===== config.mk =====
export PLATFORM = sky130hd
export DESIGN_NAME = ctl3w_port
export DESIGN_NICKNAME = d
export VERILOG_FILES = /design/src/rtl/ctl3w_pkg.sv /design/src/rtl/ctl3w_sync.sv /design/src/rtl/ctl3w_shifter.sv /design/src/rtl/ctl3w_bank.sv /design/src/rtl/ctl3w_port.sv
export SDC_FILE = /design/constraint.sdc
export NUM_CORES = 1
export LEC_CHECK = 0
export ABC_AREA = 1
export BUFFER_PORTS_ARGS = -buffer_cell sky130_fd_sc_hd__buf_2
export CAP_MARGIN = 20
export CORE_MARGIN = 2
export CORE_UTILIZATION = 54
export CTS_CLUSTER_SIZE = 12
export DETAILED_ROUTE_END_ITERATION = 16
export GPL_ROUTABILITY_DRIVEN = 0
export GPL_TIMING_DRIVEN = 1
export HOLD_SLACK_MARGIN = 0.1
export PLACE_DENSITY = 0.84
export SYNTH_ARGS = -nofsm -noshare
export SYNTH_HDL_FRONTEND = slang
export SYNTH_SLANG_ARGS = --single-unit

===== constraint.sdc =====
create_clock -name clk -period 1.9 [get_ports clk]
set_clock_uncertainty 0.1 [all_clocks]
set_input_delay 0.285 -clock clk [delete_from_list [all_inputs] [get_ports clk]]
set_output_delay 0.285 -clock clk [all_outputs]
set_load 0.01 [all_outputs]

===== src/rtl/ctl3w_pkg.sv =====
package ctl3w_pkg;
  localparam int FRAME_BITS = 24;
  localparam int ADDR_BITS  = 4;
  localparam int DATA_BITS  = FRAME_BITS - ADDR_BITS;
  localparam int NUM_REGS   = 7;

  localparam int IDX_OPCTL  = 5;
  localparam int SHUT_BIT   = 0;
  localparam int STBY_BIT   = 1;

  function automatic logic [DATA_BITS-1:0] reg_default(input int idx);
    case (idx)
      0:       return 20'h00D0E;
      1:       return 20'h00064;
      2:       return 20'h00104;
      3:       return 20'h00020;
      4:       return 20'h005C3;
      5:       return 20'h000C3;
      default: return 20'h00000;
    endcase
  endfunction

  function automatic logic [DATA_BITS-1:0] reg_mask(input int idx);
    case (idx)
      0, 2:    return 20'h1FFFF;
      1, 3:    return 20'h03FFF;
      4:       return 20'h0FFFF;
      5:       return 20'h003FF;
      default: return 20'h000FF;
    endcase
  endfunction
endpackage


===== src/rtl/ctl3w_sync.sv =====
module ctl3w_sync #(
  parameter int WIDTH = 3,
  parameter logic [WIDTH-1:0] INIT = '0
) (
  input  logic             clk,
  input  logic             rst_n,
  input  logic             clr_i,
  input  logic [WIDTH-1:0] d_i,
  output logic [WIDTH-1:0] q_o
);
  logic [WIDTH-1:0] stg1_q, stg2_q;

  always_ff @(posedge clk or negedge rst_n) begin
    if (!rst_n) begin
      stg1_q <= INIT;
      stg2_q <= INIT;
    end else if (clr_i) begin
      stg1_q <= INIT;
      stg2_q <= INIT;
    end else begin
      stg1_q <= d_i;
      stg2_q <= stg1_q;
    end
  end

  assign q_o = stg2_q;
endmodule


===== src/rtl/ctl3w_shifter.sv =====
module ctl3w_shifter
  import ctl3w_pkg::*;
#(
  parameter int FBITS = FRAME_BITS
) (
  input  logic             clk,
  input  logic             rst_n,
  input  logic             clr_i,
  input  logic             csn_i,
  input  logic             sck_i,
  input  logic             sdi_i,
  output logic             frame_vld_o,
  output logic [FBITS-1:0] frame_o
);
  localparam int CNT_W   = $clog2(FBITS + 2);
  localparam int CNT_MAX = FBITS + 1;

  logic             csn_d, sck_d;
  logic [CNT_W-1:0] cnt_q;
  logic [FBITS-1:0] shreg_q;
  logic             vld_q;
  logic             sck_rise, csn_rise;

  assign sck_rise = sck_i & ~sck_d;
  assign csn_rise = csn_i & ~csn_d;

  always_ff @(posedge clk or negedge rst_n) begin
    if (!rst_n) begin
      csn_d   <= 1'b1;
      sck_d   <= 1'b0;
      cnt_q   <= '0;
      shreg_q <= '0;
      vld_q   <= 1'b0;
    end else if (clr_i) begin
      csn_d   <= 1'b1;
      sck_d   <= 1'b0;
      cnt_q   <= '0;
      shreg_q <= '0;
      vld_q   <= 1'b0;
    end else begin
      csn_d <= csn_i;
      sck_d <= sck_i;
      vld_q <= csn_rise && (cnt_q == CNT_W'(FBITS));
      if (csn_i) begin
        cnt_q <= '0;
      end else if (sck_rise) begin
        shreg_q <= {shreg_q[FBITS-2:0], sdi_i};
        if (cnt_q != CNT_W'(CNT_MAX)) cnt_q <= cnt_q + 1'b1;
      end
    end
  end

  assign frame_vld_o = vld_q;
  assign frame_o     = shreg_q;

  // the frame register does not move while select is high
  p_hold_when_idle_r3: assert property (@(posedge clk) disable iff (!rst_n)
    (csn_i && !clr_i) |=> $stable(shreg_q));

  // the bit counter never passes its saturation value
  p_cnt_bound_r4: assert property (@(posedge clk) disable iff (!rst_n)
    cnt_q <= CNT_W'(CNT_MAX));

  // a commit is a single-cycle pulse
  p_commit_pulse_r2: assert property (@(posedge clk) disable iff (!rst_n)
    frame_vld_o |=> !frame_vld_o);
endmodule


===== src/rtl/ctl3w_bank.sv =====
module ctl3w_bank
  import ctl3w_pkg::*;
#(
  parameter int NREG = NUM_REGS,
  parameter int AW   = ADDR_BITS,
  parameter int DW   = DATA_BITS
) (
  input  logic                     clk,
  input  logic                     rst_n,
  input  logic                     clr_i,
  input  logic                     wr_i,
  input  logic [AW-1:0]            addr_i,
  input  logic [DW-1:0]            data_i,
  output logic [NREG-1:0][DW-1:0]  regs_o,
  output logic                     soft_shut_o
);
  logic [NREG-1:0][DW-1:0] regs_q;
  logic [NREG-1:0][DW-1:0] dflt;
  logic                    opctl_wr, soft_clr, soft_q;

  assign opctl_wr = wr_i && (addr_i == AW'(IDX_OPCTL));
  assign soft_clr = opctl_wr && !data_i[SHUT_BIT];

  for (genvar i = 0; i < NREG; i++) begin : g_reg
    assign dflt[i] = reg_default(i);
    always_ff @(posedge clk or negedge rst_n) begin
      if (!rst_n) begin
        regs_q[i] <= reg_default(i);
      end else if (clr_i || soft_clr) begin
        regs_q[i] <= reg_default(i);
      end else if (wr_i && (addr_i == AW'(i))) begin
        regs_q[i] <= data_i & reg_mask(i);
      end
    end
  end

  always_ff @(posedge clk or negedge rst_n) begin
    if (!rst_n)        soft_q <= 1'b0;
    else if (clr_i)    soft_q <= 1'b0;
    else if (opctl_wr) soft_q <= !data_i[SHUT_BIT];
  end

  assign regs_o      = regs_q;
  assign soft_shut_o = soft_q;

  // a write to an unmapped address leaves the whole bank unchanged
  p_unmapped_r5: assert property (@(posedge clk) disable iff (!rst_n)
    (wr_i && (addr_i >= AW'(NREG)) && !clr_i) |=> $stable(regs_q));

  // the pin clear puts every register back to its default
  p_pin_clear_r7: assert property (@(posedge clk) disable iff (!rst_n)
    clr_i |=> (regs_q == dflt));

  // a software shutdown write restores defaults and raises the flag
  p_soft_clear_r8: assert property (@(posedge clk) disable iff (!rst_n)
    (soft_clr && !clr_i) |=> ((regs_q == dflt) && soft_shut_o));
endmodule


===== src/rtl/ctl3w_port.sv =====
module ctl3w_port
  import ctl3w_pkg::*;
(
  input  logic                 clk,
  input  logic                 rst_n,
  input  logic                 shdn_n,
  input  logic                 ser_csn,
  input  logic                 ser_sck,
  input  logic                 ser_sdi,
  output logic [DATA_BITS-1:0] rf_main_o,
  output logic [DATA_BITS-1:0] rf_ref_o,
  output logic [DATA_BITS-1:0] if_main_o,
  output logic [DATA_BITS-1:0] if_ref_o,
  output logic [DATA_BITS-1:0] cfg_o,
  output logic [DATA_BITS-1:0] opctl_o,
  output logic [DATA_BITS-1:0] test_o,
  output logic                 func_en
);
  logic                                clr;
  logic [2:0]                          pins_s;
  logic                                frame_vld;
  logic [FRAME_BITS-1:0]               frame;
  logic [NUM_REGS-1:0][DATA_BITS-1:0]  regs;
  logic                                soft_shut;

  assign clr = ~shdn_n;

  ctl3w_sync #(.WIDTH(3), .INIT(3'b100)) u_sync (
    .clk   (clk),
    .rst_n (rst_n),
    .clr_i (clr),
    .d_i   ({ser_csn, ser_sck, ser_sdi}),
    .q_o   (pins_s)
  );

  ctl3w_shifter #(.FBITS(FRAME_BITS)) u_shift (
    .clk         (clk),
    .rst_n       (rst_n),
    .clr_i       (clr),
    .csn_i       (pins_s[2]),
    .sck_i       (pins_s[1]),
    .sdi_i       (pins_s[0]),
    .frame_vld_o (frame_vld),
    .frame_o     (frame)
  );

  ctl3w_bank #(.NREG(NUM_REGS), .AW(ADDR_BITS), .DW(DATA_BITS)) u_bank (
    .clk         (clk),
    .rst_n       (rst_n),
    .clr_i       (clr),
    .wr_i        (frame_vld),
    .addr_i      (frame[ADDR_BITS-1:0]),
    .data_i      (frame[FRAME_BITS-1:ADDR_BITS]),
    .regs_o      (regs),
    .soft_shut_o (soft_shut)
  );

  assign rf_main_o = regs[0];
  assign rf_ref_o  = regs[1];
  assign if_main_o = regs[2];
  assign if_ref_o  = regs[3];
  assign cfg_o     = regs[4];
  assign opctl_o   = regs[5];
  assign test_o    = regs[6];
  assign func_en   = shdn_n & ~soft_shut & regs[IDX_OPCTL][STBY_BIT];

  // the pin holds the functions off
  p_pin_off_r7: assert property (@(posedge clk) disable iff (!rst_n)
    !shdn_n |-> !func_en);

  // a standby write turns functions off on the next cycle
  p_standby_r9: assert property (@(posedge clk) disable iff (!rst_n)
    (frame_vld && shdn_n && (frame[ADDR_BITS-1:0] == ADDR_BITS'(IDX_OPCTL))
     && !frame[ADDR_BITS+STBY_BIT]) |=> !func_en);
endmodule


==> impl_summary.txt <==
----------------------------------------------------
[Run status]
  Outcome ... completed

[Routing]
  Residual DRC count ... 0
  Number of vias per cell ... 5.792
  Routed wire per std cell ... 17.40 um
  Iteration-0 DRC count of the detailed router ... 834
  Via count ... about 5500
  Total wirelength of the detailed-routed design ... 16390 um
  Detailed Routing Iterations Pass 1 ... 7
  Routed Antenna Nets ... 0

[Setup path]
  Cells along the critical path ... dlygate4sd3_1, buf_4, nand2_1, nor2_1, buf_2
  Required arrival time at the worst endpoint ... 1510 ps
  Crit-path slowest cell ... sky130_fd_sc_hd__dlygate4sd3_1
  Arrival time at the worst endpoint ... around 1300 ps
  WS Path Type ... input pin to output pin
  Nature of the critical path endpoint ... output pin
  Kind of start point of the critical path ... input pin
  Largest fanout on the critical path ... 13
  Longest individual stage delay on the worst path ... ~520 ps

[Die]
  Starting utilization of the core area ... 55.20%
  Core area ... 0.01137 mm2
  Die Footprint ... roughly 0.013 mm2
  Die Y ... 111.8 um
  Std cell rows ... 39
  Number of primary I/O pins ... 147
  Die X ... 111.8 um

[GRT]
  Antenna violations before repair ... 0
  Global-route wire length before repair ... roughly 26000 um
  Overall routing resource usage ... between 20% and 30%
  Total overflow reported by the global router ... 0
  Pin count of the biggest net entering global routing ... 79
  Vias in the first global route ... 5001

[Clock network]
  Post-CTS setup repair buffer count ... 0
  CTS tree ... built
  Clock root cell ... sky130_fd_sc_hd__clkbuf_16
  Skew-Pair Late Insertion Delay ... 410 ps
  CTS H-tree lvls ... 4
  Number of buffers added by the clock tree synthesis step ... 17
  Register clock-pin slew on the reported worst setup and hold paths ... around 60 ps
  Max Buffers Root-to-Sink ... 2
  Count of clock tree sinks ... 132

[Timing]
  Transition time at the pin with the least slew margin ... 538.7 ps
  Count of final max-slew check failures ... 0
  Post-Route Setup TNS ... 0 ps
  Max transition margin ... 64.08%
  Worst Slack Setup Final ... 199.5 ps
  Setup repair after global routing missed its margin ... false
  Hold Violations, Final ... 0
  Tcrit/Tclk final ... about nine tenths
  Setup violation total in the final timing report ... 0
  Final min period ... about 1700 ps
  Achievable Freq ... 588.1 MHz

[Cells and area]
  Register Area ... 0.003334 mm2
  Commonest non-fill, non-tap cell in the layout ... sky130_fd_sc_hd__nand2_1
  Synthesis-to-layout area growth ... 18.94%
  Net count, final ... 795
  Footprint of the multi-input gates ... 0.002302 mm2
  Highest-count cells in the layout ignoring fill and taps ... 174 x sky130_fd_sc_hd__nand2_1, 148 x sky130_fd_sc_hd__nand4_1, 107 x sky130_fd_sc_hd__dfrtp_1
  Layout filler cell count ... 876
  Antenna diode count ... 0
  Cell Count, Final, Fillers Out ... between 900 and 1000
  Share of final-layout standard cells stronger than drive strength 1 ... 24.78%

[Pwr]
  Leakage power of the design ... between 4 and 5 nW
  Power per cell area ... approximately 920 mW/mm2
  Largest voltage drop on the vdd net ... roughly 0.00050 V

[Synthesis]
  Number of storage elements in the synthesis netlist ... between 100 and 150
  Synthesis Warnings ... 0
  Post-synthesis instance area ... 0.006276 mm2
  Sequential element share of the synthesized area ... 53.13%
  Syn Inst Count ... 689
  Library cells used by synthesis ... 26
  Synth Area per Inst ... about 9.1 um2

[Min path]
  Worst min-delay path class ... input pin to async pin

[Placement]
  Detailed placement HPWL ... 10310 um
  Count of placed standard cells including taps ... 903
  PortBufs ... 102
  Worst setup timing slack at the placement stage ... 305.4 ps

[Flow run]
  Maxcap violations ... 0

----------------------------------------------------
## critical path, delay by kind of cell
kind,cells,cell delay [ps]
and+or+nand+nor,2,150
buffers and inverters,3,880
## logic make-up after synthesis
| kind of cell | after synthesis | synth area share, % |
|---|---|---|
| AOI/OAI and AO/OA | 27 | 2.512 |
| adders and majority gates | 3 | 0.5981 |
| buffers and inverters | 136 | 12.88 |
| DFF | 132 | 53.13 |
| other | 1 | 0.05975 |
| and+or+nand+nor | 390 | 30.82 |
## power breakdown
group,switching (mW),internal [mW]
Sequential,0.0303,2.89
Combinational,0.251,0.0981
Clock,1.24,2.37
Total,1.52,5.35
## synthesized netlist by cell type
library cell	number	area [um2]
sky130_fd_sc_hd__nand2_1	174	653.1
sky130_fd_sc_hd__nand4_1	148	925.9
sky130_fd_sc_hd__dfrtp_1	107	2678
sky130_fd_sc_hd__buf_4	47	352.8
sky130_fd_sc_hd__nand3_1	40	200.2
sky130_fd_sc_hd__inv_1	33	123.9
sky130_fd_sc_hd__dfstp_2	25	656.9
sky130_fd_sc_hd__o21ai_0	22	110.1
sky130_fd_sc_hd__buf_2	18	90.09
sky130_fd_sc_hd__nor2_1	16	60.06
sky130_fd_sc_hd__clkbuf_1	14	52.55
sky130_fd_sc_hd__buf_6	13	146.4
sky130_fd_sc_hd__buf_1	6	22.52
sky130_fd_sc_hd__nand3_2	4	40.04
sky130_fd_sc_hd__ha_1	3	37.54
sky130_fd_sc_hd__inv_2	3	11.26
sky130_fd_sc_hd__nor2_2	3	18.77
sky130_fd_sc_hd__o31ai_1	3	22.52
sky130_fd_sc_hd__or2_2	3	18.77
sky130_fd_sc_hd__a21oi_4	1	16.27
sky130_fd_sc_hd__clkbuf_2	1	5.000
sky130_fd_sc_hd__clkinv_1	1	3.750
sky130_fd_sc_hd__conb_1	1	3.750
sky130_fd_sc_hd__nor2_4	1	11.26
sky130_fd_sc_hd__nor4_1	1	6.260
sky130_fd_sc_hd__o21ai_2	1	8.760
## worst paths after layout
path,start,endpoint,slack [ps],depth (start not counted)
min in group clk,u_sync.stg1_q[1],u_sync.q_o[1],330,2
max in group asynchronous,rst_n,u_sync.stg1_q[2],840,3
hold / removal,rst_n,u_bank.regs_o[109],270,2
setup / recovery,shdn_n,func_en,200,5
hold reg to reg,u_sync.stg1_q[1],u_sync.q_o[1],330,2
setup reg to reg,u_shift.frame_o[1],u_bank.regs_o[9],230,6
## per-layer routing
metal,vias up,part of all wire [%],global-route usage (%)
met5,-,0,0
met4,0,1.9,8.807
met3,29,8.2,5.498
met2,311,48,41.70
met1,2618,42,37.48
li1,2498,-,-
## layout make-up
cell class                 count  share of cell area, %
multi-input combinational    464                  30.84
timing repair buffer         134                  11.53
clock inverter                12                  2.715
inverter                      37                  1.861
clock buffer                  20                  5.984
sequential                   132                  44.67
tap                          143                  2.397
## flip-flops by register name (all words and copies together), names as in the netlist, 3 cells and up
signal           flops
u_shift.frame_o     21
u_sync.stg1_q        3
u_shift.cnt_q        5
u_sync.q_o           3
u_bank.regs_o       96
## metrics by stage
| step | instance area (um2) | hold WS, ps | total power [mW] | utilization, % |
|---|---|---|---|---|
| final | 7465 | 267.7 | 6.868 | 65.65 |
| after global routing | 7465 | 296.8 | 7.071 | 65.65 |
| after CTS | 7465 | 259.4 | 6.879 | 65.65 |
| after detailed placement | 6745 | 160.1 | 3.297 | 59.33 |
| after global placement | 6745 | 160.9 | 3.295 | 59.33 |
| after floorplan | 6437 | -110.6 | 3.210 | - |
## repair_timing
item | 4_1_cts | 5_1_grt
hold buffers | 7 | 0
resized for setup | 0 | 0
endpoints found under the hold margin | 111 | 0
Power figures use the tool's default switching activity.
